<file path="src/rtl/spi_tgt_pkg.sv">
package spi_tgt_pkg;

   typedef enum logic [1:0] {
      SEL_THREE_WIRE = 2'b00,
      SEL_FOUR_WIRE  = 2'b01
   } sel_mode_e;

   function automatic logic is_three_wire(input logic [1:0] mode);
      return mode == SEL_THREE_WIRE;
   endfunction

endpackage

</file>
<file path="src/rtl/spi_tgt_sync.sv">
module spi_tgt_sync #(
   parameter int STAGES = 2
) (
   input  logic clk,
   input  logic rst_n,
   input  logic sck_i,
   input  logic mosi_i,
   input  logic nss_i,
   output logic sck_rise,
   output logic sck_fall,
   output logic nss_fall,
   output logic mosi_s,
   output logic nss_s
);
   localparam int NSIG = 3;
   localparam logic [NSIG-1:0] RST_VAL = 3'b100;

   logic [NSIG-1:0] raw;
   logic [NSIG-1:0] synced;
   logic [NSIG-1:0] delayed;

   assign raw = {nss_i, mosi_i, sck_i};

   for (genvar g = 0; g < NSIG; g++) begin : g_chain
      logic [STAGES-1:0] stage_q;
      always_ff @(posedge clk or negedge rst_n) begin
         if (!rst_n) begin
            stage_q <= {STAGES{RST_VAL[g]}};
            delayed[g] <= RST_VAL[g];
         end else begin
            stage_q <= {stage_q[STAGES-2:0], raw[g]};
            delayed[g] <= stage_q[STAGES-1];
         end
      end
      assign synced[g] = stage_q[STAGES-1];
   end

   assign sck_rise = synced[0] & ~delayed[0];
   assign sck_fall = ~synced[0] & delayed[0];
   assign mosi_s   = synced[1];
   assign nss_s    = synced[2];
   assign nss_fall = ~synced[2] & delayed[2];

endmodule

</file>
<file path="src/rtl/spi_tgt_shifter.sv">
module spi_tgt_shifter #(
   parameter int DATA_W    = 8,
   parameter bit MSB_FIRST = 1'b1
) (
   input  logic              clk,
   input  logic              rst_n,
   input  logic              run,
   input  logic              active,
   input  logic              cnt_clr,
   input  logic              sck_rise,
   input  logic              sck_fall,
   input  logic              mosi_s,
   input  logic              load,
   input  logic [DATA_W-1:0] load_data,
   output logic              out_bit,
   output logic              byte_done,
   output logic [DATA_W-1:0] rx_byte,
   output logic              sh_full
);
   localparam int CNT_W = (DATA_W > 2) ? $clog2(DATA_W) : 1;
   localparam logic [CNT_W-1:0] LAST = CNT_W'(DATA_W - 1);

   logic [DATA_W-1:0] sreg;
   logic [DATA_W-1:0] shifted;
   logic [CNT_W-1:0]  cnt;
   logic              samp;
   logic              edge_ok;

   if (MSB_FIRST) begin : g_msb
      assign out_bit = sreg[DATA_W-1];
      assign shifted = {sreg[DATA_W-2:0], samp};
      assign rx_byte = {sreg[DATA_W-2:0], mosi_s};
   end else begin : g_lsb
      assign out_bit = sreg[0];
      assign shifted = {samp, sreg[DATA_W-1:1]};
      assign rx_byte = {mosi_s, sreg[DATA_W-1:1]};
   end

   assign edge_ok   = run & active & ~cnt_clr;
   assign byte_done = edge_ok & sck_rise & (cnt == LAST);

   always_ff @(posedge clk or negedge rst_n) begin
      if (!rst_n) begin
         cnt     <= '0;
         sreg    <= '0;
         samp    <= 1'b0;
         sh_full <= 1'b0;
      end else if (!run) begin
         cnt     <= '0;
         sreg    <= '0;
         samp    <= 1'b0;
         sh_full <= 1'b0;
      end else begin
         if (cnt_clr) begin
            cnt <= '0;
         end else if (active && sck_rise) begin
            cnt  <= (cnt == LAST) ? '0 : cnt + 1'b1;
            samp <= mosi_s;
         end
         if (edge_ok && sck_fall && cnt != '0) begin
            sreg <= shifted;
         end
         if (load) begin
            sreg    <= load_data;
            sh_full <= 1'b1;
         end else if (byte_done) begin
            sreg    <= '0;
            sh_full <= 1'b0;
         end
      end
   end

endmodule

</file>
<file path="src/rtl/spi_tgt_regs.sv">
module spi_tgt_regs #(
   parameter int DATA_W = 8
) (
   input  logic              clk,
   input  logic              rst_n,
   input  logic              run,
   input  logic              wr_en,
   input  logic [DATA_W-1:0] wr_data,
   input  logic              rd_en,
   input  logic              clr_done,
   input  logic              clr_wcol,
   input  logic              clr_ovr,
   input  logic              byte_done,
   input  logic [DATA_W-1:0] rx_byte,
   input  logic              sh_full,
   output logic              load,
   output logic [DATA_W-1:0] hold_data,
   output logic              hold_valid,
   output logic [DATA_W-1:0] rd_data,
   output logic              rx_full,
   output logic              flag_done,
   output logic              flag_wcol,
   output logic              flag_ovr
);
   logic rx_open;

   assign load    = run & hold_valid & (~sh_full | byte_done);
   assign rx_open = ~rx_full | rd_en;

   always_ff @(posedge clk or negedge rst_n) begin
      if (!rst_n) begin
         hold_data  <= '0;
         hold_valid <= 1'b0;
         flag_wcol  <= 1'b0;
      end else begin
         if (clr_wcol) flag_wcol <= 1'b0;
         if (load) hold_valid <= 1'b0;
         if (wr_en) begin
            if (hold_valid) begin
               flag_wcol <= 1'b1;
            end else begin
               hold_data  <= wr_data;
               hold_valid <= 1'b1;
            end
         end
      end
   end

   always_ff @(posedge clk or negedge rst_n) begin
      if (!rst_n) begin
         rd_data   <= '0;
         rx_full   <= 1'b0;
         flag_done <= 1'b0;
         flag_ovr  <= 1'b0;
      end else begin
         if (clr_done) flag_done <= 1'b0;
         if (clr_ovr)  flag_ovr  <= 1'b0;
         if (rd_en)    rx_full   <= 1'b0;
         if (byte_done) begin
            flag_done <= 1'b1;
            if (rx_open) begin
               rd_data <= rx_byte;
               rx_full <= 1'b1;
            end else begin
               flag_ovr <= 1'b1;
            end
         end
      end
   end

endmodule

</file>
<file path="src/rtl/spi_target_buffered.sv">
module spi_target_buffered #(
   parameter int DATA_W      = 8,
   parameter int SYNC_STAGES = 2,
   parameter bit MSB_FIRST   = 1'b1
) (
   input  logic              clk,
   input  logic              rst_n,
   input  logic              sck,
   input  logic              mosi,
   input  logic              nss,
   output logic              miso,
   output logic              miso_oe,
   input  logic              enable,
   input  logic [1:0]        ss_mode,
   input  logic              irq_en,
   input  logic              wr_en,
   input  logic [DATA_W-1:0] wr_data,
   input  logic              rd_en,
   output logic [DATA_W-1:0] rd_data,
   input  logic              clr_done,
   input  logic              clr_wcol,
   input  logic              clr_ovr,
   output logic              flag_done,
   output logic              flag_wcol,
   output logic              flag_ovr,
   output logic              irq
);
   import spi_tgt_pkg::*;

   if (DATA_W < 2) begin : g_bad_width
      $error("DATA_W must be at least 2");
   end
   if (SYNC_STAGES < 2) begin : g_bad_sync
      $error("SYNC_STAGES must be at least 2");
   end

   logic              sck_rise, sck_fall, nss_fall, mosi_s, nss_s;
   logic              three_wire, active, cnt_clr;
   logic              load, hold_valid, sh_full, byte_done, rx_full, out_bit;
   logic [DATA_W-1:0] hold_data, rx_byte;

   assign three_wire = is_three_wire(ss_mode);
   assign active     = enable & (three_wire | ~nss_s);
   assign cnt_clr    = ~three_wire & nss_fall;

   spi_tgt_sync #(.STAGES(SYNC_STAGES)) sync_i (
      .clk(clk), .rst_n(rst_n),
      .sck_i(sck), .mosi_i(mosi), .nss_i(nss),
      .sck_rise(sck_rise), .sck_fall(sck_fall), .nss_fall(nss_fall),
      .mosi_s(mosi_s), .nss_s(nss_s)
   );

   spi_tgt_shifter #(.DATA_W(DATA_W), .MSB_FIRST(MSB_FIRST)) shift_i (
      .clk(clk), .rst_n(rst_n),
      .run(enable), .active(active), .cnt_clr(cnt_clr),
      .sck_rise(sck_rise), .sck_fall(sck_fall), .mosi_s(mosi_s),
      .load(load), .load_data(hold_data),
      .out_bit(out_bit), .byte_done(byte_done),
      .rx_byte(rx_byte), .sh_full(sh_full)
   );

   spi_tgt_regs #(.DATA_W(DATA_W)) regs_i (
      .clk(clk), .rst_n(rst_n), .run(enable),
      .wr_en(wr_en), .wr_data(wr_data), .rd_en(rd_en),
      .clr_done(clr_done), .clr_wcol(clr_wcol), .clr_ovr(clr_ovr),
      .byte_done(byte_done), .rx_byte(rx_byte), .sh_full(sh_full),
      .load(load), .hold_data(hold_data), .hold_valid(hold_valid),
      .rd_data(rd_data), .rx_full(rx_full),
      .flag_done(flag_done), .flag_wcol(flag_wcol), .flag_ovr(flag_ovr)
   );

   assign miso_oe = active;
   assign miso    = active & out_bit;
   assign irq     = irq_en & (flag_done | flag_wcol | flag_ovr);

endmodule

</file>
<file path="config.mk">
export PLATFORM = sky130hd
export DESIGN_NAME = spi_target_buffered
export DESIGN_NICKNAME = d
export VERILOG_FILES = /design/src/rtl/spi_tgt_pkg.sv /design/src/rtl/spi_tgt_sync.sv /design/src/rtl/spi_tgt_shifter.sv /design/src/rtl/spi_tgt_regs.sv /design/src/rtl/spi_target_buffered.sv
export SDC_FILE = /design/constraint.sdc
export NUM_CORES = 1
export LEC_CHECK = 0
export ABC_AREA = 0
export BUFFER_PORTS_ARGS = -buffer_cell sky130_fd_sc_hd__buf_2
export CORE_MARGIN = 2
export CORE_UTILIZATION = 55
export CTS_BUF_LIST = sky130_fd_sc_hd__clkbuf_8
export DETAILED_ROUTE_END_ITERATION = 10
export PLACE_DENSITY = 0.83
export SLEW_MARGIN = 20
export SYNTH_ARGS = -nofsm -noshare
export SYNTH_HDL_FRONTEND = slang
export SYNTH_SLANG_ARGS = --single-unit
</file>
<file path="constraint.sdc">
create_clock -name clk -period 2.8 [get_ports clk]
set_input_delay 0.42 -clock clk [delete_from_list [all_inputs] [get_ports clk]]
set_output_delay 0.42 -clock clk [all_outputs]
set_load 0.1 [all_outputs]
</file>
==> results by group, run 1 <==
Detailed routing
  • Initial DRC Count: 36
  • DRT Pass-1 Iters: 4
  • Vias: 1318
  • WL/cell: about 16 um
  • Drt drc: 0
  • Via density: roughly 5.7
  • Routed Antenna Nets: 0
  • DRT Wirelength: 3.60 mm

Clocking
  • CTS tree: built
  • Bufs on Longest Clock Path: 2
  • H-tree Lvls: 2
  • Clock edge transition at the registers on the reported setup and hold paths: 70 ps
  • Clk_lat worst skew: ~290 ps
  • Root Driver: clkbuf_8
  • Total CTS buffers: 5
  • Clk sinks: 42
  • Post_cts resized: 0
  • # Post-CTS Setup Buffers: 0
  • Post-CTS Hold Fix Bufs: 0

Power and ir drop
  • Total net switching power: 377 uW
  • Clock Power Share: between 20% and 30%
  • VDD IR max: 0.389 mV
  • Sw Share: ~28%
  • P_leak: ~1.1 nW
  • Pwr/cell area: around 610 nW/um^2
  • Internal power: 956 uW
  • Seq pwr share: 54.6%
  • Combinational power share: between 10% and 20%

GRT
  • Antenna violations before repair: 0
  • Gr ovfl total: 0
  • First-pass GRT wire length: 6.33 mm
  • Vias in the first global route: 1441
  • Largest net degree at the start of global routing: 43
  • Tot GR Track Use: 20.7%

Setup path
  • Setup crit end kind: primary output
  • Req. time, crit path: around 2400 ps
  • Worst R2R Setup Slack: between 800 and 900 ps
  • CP startpoint: ss_mode[1]
  • CP bufs+invs: 3
  • Crit Path Max Fanout: 6
  • Crit path max-delay family: buffers and inverters
  • Worst EP arrival: between 1500 and 2000 ps
  • Critical R2R Launch: shift_i.cnt[0]
  • Cell mode on critical path: buf_2
  • Crit-path cells: buf_2, o21ai_2, nand2_2, inv_1, buf_2
  • Reg-to-Reg End: shift_i.sreg[1]
  • WS Path Type: input pin to primary output
  • CP startpoint kind: input pin
  • Worst reg2reg path depth: 6
  • CP max-delay cell: buf_2
  • CP peak stage delay: between 400 and 500 ps

Cells and area
  • # diodes: 0
  • Layout cells sized above 1: 31.4%
  • Synthesis-to-layout area growth: 16.6%
  • Fin util: 65.9%
  • Leading cell type in the layout, fill and taps excluded: dfrtp_1
  • Nets: between 200 and 250
  • Commonest cells after routing, fill and taps aside: 39 x dfrtp_1, 35 x buf_2, 15 x mux2_1

Synth
  • Post-Synthesis Mean Instance Area: between 10 and 15 sq um
  • EDFF count, synth: 0
  • Cells after Synth: approximately 140
  • Synth Register Bits: between 40 and 50
  • Top cells by area, synth: dfrtp_1 52%, mux2_1 9.0%, dfstp_2 4.2%, a211oi_1 4.0%, a32oi_1 2.3%
  • Synthesized area: about 1900 sq um
  • Sequential share of the synthesized area: 56.4%
  • Ys async rst share: 100%
  • Yosys top cell area share: 52.1%
  • Area leader, netlist: dfrtp_1
  • Yosys warns: 0
  • Most used DFF post-synth: dfrtp_1
  • Syn nets: around 170
  • Netlist cell types: 40

STA
  • RSZ-0062 raised after global routing: false
  • F_max: about 480 MHz
  • Final period util: approximately three quarters
  • Period minus WS final: around 2100 ps
  • Count of final hold-check violations: 0
  • Setup TNS: 0 ps
  • Worst slew margin: about two fifths
  • Final Skew: approximately 4.6 ps
  • Pins Over Slew Limit: 0
  • Slew @ Worst Pin: a little under 900 ps
  • Final setup viols: 0

Run
  • Max cap viols: 0

Floorplanning
  • CORE AREA: about 3300 sq um
  • Die area: roughly 4000 sq um
  • Die W: 62.3 um
  • Io pins: 36
  • Core Rows: 21
  • Die H: just over 60 um
  • Initial core utilization: 56.5%

Place
  • Placed wire-length estimate: ~2.7 mm
  • Gpl congestion: between 0.8 and 0.9
  • Count of input and output buffers: 35

Worst hold path
  • Worst Min Path Start: nss
  • Hold Path End: sync_i.g_chain[2].stage_q[0]
  • Hold path cells: 1
  • Path type of the worst min-delay path: input pin to flop

Run status
  • Status: completed
## power by group through the flow
stage / clock network [mW] / logic (mW) / registers (mW)
2_1_floorplan: 0 / 0.153 / 0.738
3_5_place_dp: 0 / 0.225 / 0.739
3_3_place_gp: 0 / 0.214 / 0.734
5_1_grt: 0.430 / 0.245 / 0.735
4_1_cts: 0.393 / 0.226 / 0.728
6_report: 0.382 / 0.223 / 0.728
## Yosys cell counts (2+ instances only)
cell type / instances
mux2_1: 15
nand2_1: 7
o31ai_1: 3
a21oi_1: 4
inv_1: 11
mux2i_1: 2
ha_1: 3
nand2b_1: 3
a32oi_1: 5
o21ai_0: 3
o22ai_1: 2
a211oi_1: 10
dfstp_2: 3
nand4_1: 2
nand3_1: 3
nor2_1: 3
a2bb2oi_1: 3
o21ai_2: 2
dfrtp_1: 39
## cell type report
cell class	count	area, sq um
clock buffers	6	82.6
clock inverters	2	7.51
fillers	275	1130
inverters	11	41.3
multi-input cells	89	764
flip-flops and latches	42	1050
well taps	46	57.6
repair buffers	35	175
## flip-flops by register name, summed over array words and instances (netlist names), 2 cells and up
signal,cells
sync_i.delayed,2
shift_i.sreg,8
regs_i.rd_data,8
sync_i.g_chain.stage_q,6
shift_i.cnt,3
regs_i.hold_data,8
## worst max path at each step
stage | to | slack [ps] | cells past startpoint
after global placement | miso_oe | 770 | 5
after CTS | miso_oe | 730 | 5
after floorplan | irq | 550 | 1
after global routing | miso_oe | 640 | 5
final | miso_oe | 730 | 5
after detailed placement | miso_oe | 730 | 5
## through the flow
step	instances	power (mW)	area [sq um]	hold WS (ps)	setup WS (ps)
2_1_floorplan	144	0.890	1870	124	546
3_3_place_gp	223	0.948	2090	334	768
3_5_place_dp	223	0.964	2090	346	735
4_1_cts	231	1.35	2180	218	734
5_1_grt	231	1.41	2180	211	638
6_report	231	1.33	2180	225	732
## routing by layer
metal	global-route usage [%]	routed length, um
met2	33.8	1840
met3	4.71	171
met4	11.7	88
met5	0	0
met1	25.6	1490
## cell families after synthesis
| kind of cell | after synthesis | share of synthesized area, % |
|---|---|---|
| compound gates | 41 | 18.8 |
| simple gates | 27 | 9.36 |
| buf+inv | 13 | 2.81 |
| fa+ha+maj | 3 | 2.01 |
| flops | 42 | 56.4 |
| mux | 18 | 10.7 |
(Power assumes the default switching activity.)
==> run 2: changes to the inputs <==
- clock period: 2.8 -> 2.1 ns (I/O delays scaled with it)
==> run 2 against run 1 <==
Sequential cell count stayed put. Cell count is 0.87% higher. Sequential power is 33% higher. Utilization is 0.91 points higher. Sequential share of layout area is 0.66 points lower. Total power is 33% higher. Setup slack worse by 570 ps. First-iteration DRC count is 110% higher. Largest power group unchanged. Highest routed layer unchanged.
==> results by group, run 2 (synthesis gave the netlist of run 1 again) <==
Run status
  • Status: completed

Detailed routing
  • WL/cell: around 16 um
  • Drt drc: 0
  • Initial DRC Count: 76
  • DRT Pass-1 Iters: 4
  • Via density: approximately 5.8
  • Vias: roughly 1400
  • DRT Wirelength: around 3.7 mm
  • Routed Antenna Nets: 0

Power and ir drop
  • VDD IR max: about 0.54 mV
  • Power Total: 1.77 mW
  • P_leak: approximately 1.1 nW
  • Pwr/cell area: ~800 nW/um^2

GRT
  • First-pass GRT wire length: approximately 6.4 mm
  • Tot GR Track Use: between 20% and 30%
  • Gr ovfl total: 0
  • Vias in the first global route: around 1400
  • Largest net degree at the start of global routing: 43
  • Antenna violations before repair: 0

Setup path
  • WS Path Type: flop to flop
  • Critical R2R Launch: shift_i.cnt[0]
  • Worst EP arrival: about 2100 ps
  • CP startpoint kind: flop
  • Req. time, crit path: between 2000 and 2500 ps
  • Reg-to-Reg End: shift_i.sreg[3]
  • Worst setup path end: shift_i.sreg[3]
  • Crit Path Max Fanout: 8
  • Worst R2R Setup Slack: about 160 ps
  • Setup crit end kind: flop
  • Worst reg2reg path depth: 6
  • CP startpoint: shift_i.cnt[0]

Floorplanning
  • Die H: ~62 um
  • Die area: around 4000 sq um
  • Initial core utilization: between 50% and 60%
  • Io pins: 36
  • Core Rows: 21
  • Die W: approximately 62 um
  • CORE AREA: between 3000 and 4000 sq um

Cells and area
  • Synthesis-to-layout area growth: 18.2%
  • # diodes: 0
  • Commonest cells after routing, fill and taps aside: 39 x dfrtp_1, 34 x buf_2, 15 x mux2_1
  • Leading cell type in the layout, fill and taps excluded: dfrtp_1
  • # fillers: 255
  • Fin area: ~2200 sq um
  • Nets: about 210
  • Layout cells sized above 1: 33.2%
  • Non-Filler Instances: about 230
  • Top Registers: regs_i.hold_data: 8 flops, regs_i.rd_data: 8 flops, shift_i.sreg: 8 flops

STA
  • Final period util: roughly 92%
  • Period minus WS final: around 1900 ps
  • F_max: 516 MHz
  • RSZ-0062 raised after global routing: false
  • Slew @ Worst Pin: 514 ps
  • Count of final hold-check violations: 0
  • Final worst setup slack: about 160 ps
  • Worst slew margin: 65.7%
  • Final setup viols: 0
  • Setup TNS: 0 ps
  • Pins Over Slew Limit: 0
  • Final Skew: 10.4 ps

Place
  • Count of input and output buffers: 35
  • Gpl congestion: roughly 0.85
  • DP Cell Count: approximately 230
  • Cell area after placement: 2120 sq um
  • DP Worst Slack: about 91 ps
  • Placed wire-length estimate: 2.67 mm

Run
  • Max cap viols: 0

Clocking
  • Clock edge transition at the registers on the reported setup and hold paths: roughly 80 ps
  • Clk sinks: between 40 and 50
  • Root Driver: clkbuf_8
  • Post-CTS Hold Fix Bufs: 0
  • Clk_lat worst skew: 300 ps
  • Bufs on Longest Clock Path: 2
  • H-tree Lvls: 2
  • Total CTS buffers: 5
  • CTS tree: built

Worst hold path
  • Path type of the worst min-delay path: input pin to asynchronous set/reset pin
==> run 2: final cells by class <==
class / instances / area, sq um / share of cell area (%)
Sequential cell: 42 / 1050 / 47.7
Multi-Input combinational cell: 89 / 771 / 34.8
Timing Repair Buffer: 37 / 205 / 9.27
Clock buffer: 5 / 68.8 / 3.11
Tap cell: 46 / 57.6 / 2.60
Inverter: 11 / 41.3 / 1.87
Clock inverter: 3 / 15.0 / 0.678
==> run 2: worst min path at each step <==
stage	start	endpoint	slack [ps]	depth (start not counted)
2_1_floorplan	rst_n	regs_i.flag_done	20	0
3_3_place_gp	sync_i.g_chain[0].stage_q[0]	sync_i.g_chain[0].stage_q[1]	330	0
3_5_place_dp	sync_i.g_chain[1].stage_q[0]	sync_i.g_chain[1].stage_q[1]	340	0
4_1_cts	rst_n	shift_i.sreg[7]	80	2
5_1_grt	rst_n	regs_i.flag_wcol	110	2
6_report	rst_n	shift_i.sreg[0]	70	2
==> run 2: critical path, stage by stage (launching register included) <==
cell	delay (ps)
dfrtp_1	400
ha_1	210
ha_1	230
and4b_4	240
a221oi_4	290
o21ai_2	190
a211oi_1	280
==> run 2: timing repair <==
item,4_1_cts,5_1_grt
setup endpoints to repair,0,4
gates resized for setup,0,1
buffers inserted,0,0
==> run 2: stage by stage <==
stage	utilization (%)	hold slack, ps
2_1_floorplan	-	19.4
6_report	66.9	70.4
3_3_place_gp	64.2	333
4_1_cts	66.7	83.4
3_5_place_dp	64.2	336
5_1_grt	66.9	106
==> run 2: report_power, final <==
part	internal, mW	total (mW)	switching [mW]
clock network	0.225	0.490	0.265
logic	0.122	0.312	0.190
registers	0.903	0.968	0.0647
==> run 2: per-layer routing <==
metal  global-route usage (%)  up-vias  share of wire [%]
li1                         -      627                  -
met1                     26.9      652                 41
met2                     34.9       61                 49
met3                     5.62       13                6.6
met4                     10.8        0                3.1
met5                        0        -                  0
==> run 3: changes to the inputs <==
--- a/config.mk
+++ b/config.mk
@@ -13,4 +13,5 @@
 export DETAILED_ROUTE_END_ITERATION = 10
 export PLACE_DENSITY = 0.83
+export SKIP_CTS_REPAIR_TIMING = 1
 export SLEW_MARGIN = 20
 export SYNTH_ARGS = -nofsm -noshare
==> constraint.sdc (replaced) <==
create_clock -name clk -period 2.1 [get_ports clk]
set_input_delay 0.315 -clock clk [delete_from_list [all_inputs] [get_ports clk]]
set_output_delay 0.315 -clock clk [all_outputs]
set_load 0.01 [all_outputs]
==> run 3 against run 2 <==
Design area about the same. Routed wire length up 0.76%. Sequential power up 0.4%. Maximum frequency down 0.79%. Highest routed layer unchanged.
==> results by group, run 3 (synthesis gave the netlist of run 1 again) <==
Setup path
  • CP startpoint kind: flop
  • WS Path Type: flop to flop
  • Worst EP arrival: roughly 2200 ps
  • Req. time, crit path: ~2300 ps
  • Setup crit end kind: flop
  • Crit Path Max Fanout: 8

STA
  • Final Skew: approximately 5.2 ps
  • Worst slew margin: about three fifths
  • Setup TNS: 0 ps
  • Count of final hold-check violations: 0
  • Final period util: between 90% and 100%
  • Pins Over Slew Limit: 0
  • Period minus WS final: between 1500 and 2000 ps
  • RSZ-0062 raised after global routing: false
  • Slew @ Worst Pin: slightly above 600 ps
  • F_max: around 500 MHz
  • Worst hold margin: approximately 23 ps
  • Final setup viols: 0

Run status
  • Status: completed

Cells and area
  • Leading cell type in the layout, fill and taps excluded: dfrtp_1
  • Layout cells sized above 1: about a third
  • # diodes: 0
  • Nets: between 200 and 250
  • Top Registers: regs_i.hold_data: 8 flops, regs_i.rd_data: 8 flops, shift_i.sreg: 8 flops
  • Synthesis-to-layout area growth: 18.2%
  • Commonest cells after routing, fill and taps aside: 39 x dfrtp_1, 35 x buf_2, 15 x mux2_1

GRT
  • First-pass GRT wire length: 6.29 mm
  • Gr ovfl total: 0
  • Largest net degree at the start of global routing: 29
  • Antenna violations before repair: 0
  • Tot GR Track Use: a little over a fifth
  • Vias in the first global route: 1335

Clocking
  • H-tree Lvls: 2
  • Total CTS buffers: 5
  • CTS tree: built
  • Bufs on Longest Clock Path: 2
  • Clk_lat worst skew: around 300 ps
  • Clock edge transition at the registers on the reported setup and hold paths: 70 ps
  • Clk sinks: 42
  • Root Driver: clkbuf_8

Place
  • Placed wire-length estimate: between 2 and 3 mm
  • Count of input and output buffers: 35
  • Gpl congestion: between 0.8 and 0.9

Detailed routing
  • Initial DRC Count: between 60 and 70
  • DRT Pass-1 Iters: 6
  • Routed Antenna Nets: 0
  • Via density: about 5.7
  • WL/cell: roughly 16 um
  • Drt drc: 0
  • DRT Wirelength: between 3 and 4 mm
  • Vias: about 1300

Floorplanning
  • Die H: approximately 62 um
  • Core Rows: 21
  • Io pins: 36
  • Initial core utilization: 56.5%
  • Die area: approximately 4000 sq um
  • Die W: about 62 um
  • CORE AREA: between 3000 and 4000 sq um

Power and ir drop
  • VDD IR max: 0.587 mV
  • P_leak: about 1.1 nW
  • Pwr/cell area: 793 nW/um^2

Run
  • Max cap viols: 0

Worst hold path
  • Path type of the worst min-delay path: input pin to asynchronous set/reset pin
[run 3: cell count changes in the layout (fill, tap and decap cells not counted)]
cell / previous run / this run
clkbuf_8: 5 / 6
clkinv_2: 0 / 1
o31a_2: 1 / 0
inv_1: 13 / 12
o31a_1: 0 / 1
clkinvlp_4: 1 / 0
buf_4: 2 / 3
buf_2: 34 / 35
buf_12: 1 / 0
[run 3: metrics by stage]
step	setup WS (ps)	util, %	cell area, sq um	power, mW	cells
floorplan	391	-	1870	1.13	144
global placement	296	63.9	2120	1.22	226
detailed placement	139	63.9	2120	1.24	226
CTS	148	66.7	2210	1.76	234
global route	5.59	66.8	2210	1.85	234
finish	147	66.8	2210	1.75	234
[run 3: worst max-delay path: stages, from the launching register on]
cell and delay, ps:
dfrtp_1 400, ha_1 220, ha_1 240, and4b_4 240, a221oi_4 310, o21ai_2 200
a211oi_1 250
[run 3: report_power, final]
part	switching (mW)	total (mW)	internal (mW)
clock	0.268	0.528	0.260
sequential	0.0688	0.972	0.903
combinational	0.134	0.253	0.119
total	0.471	1.75	1.28
[run 3: worst paths after layout]
path | startpoint | end | slack [ps] | cells after the start
min | rst_n | regs_i.rx_full | 20 | 1
max | shift_i.cnt[0] | shift_i.sreg[3] | 150 | 6
min in group clk | nss | sync_i.g_chain[2].stage_q[0] | 110 | 1
max reg2reg | shift_i.cnt[0] | shift_i.sreg[3] | 150 | 6
max in group asynchronous | rst_n | regs_i.rd_data[1] | 1510 | 2
min reg2reg | sync_i.g_chain[2].stage_q[0] | sync_i.g_chain[2].stage_q[1] | 360 | 0
[run 3: layer usage]
layer,global-route usage [%],vias up,wire length [um]
met4,4.17,0,31
met3,7.97,4,234
met2,34.4,50,1870
met5,0,-,0
li1,-,627,-
met1,27.5,653,1600
[run 3: cell type report]
cell class	instances	area [sq um]
sequential	42	1050
fill	258	1100
tap	46	57.6
inverter	11	41.3
clock inverter	2	8.76
multi-input combinational	89	769
timing repair buffer	38	198
clock buffer	6	82.6
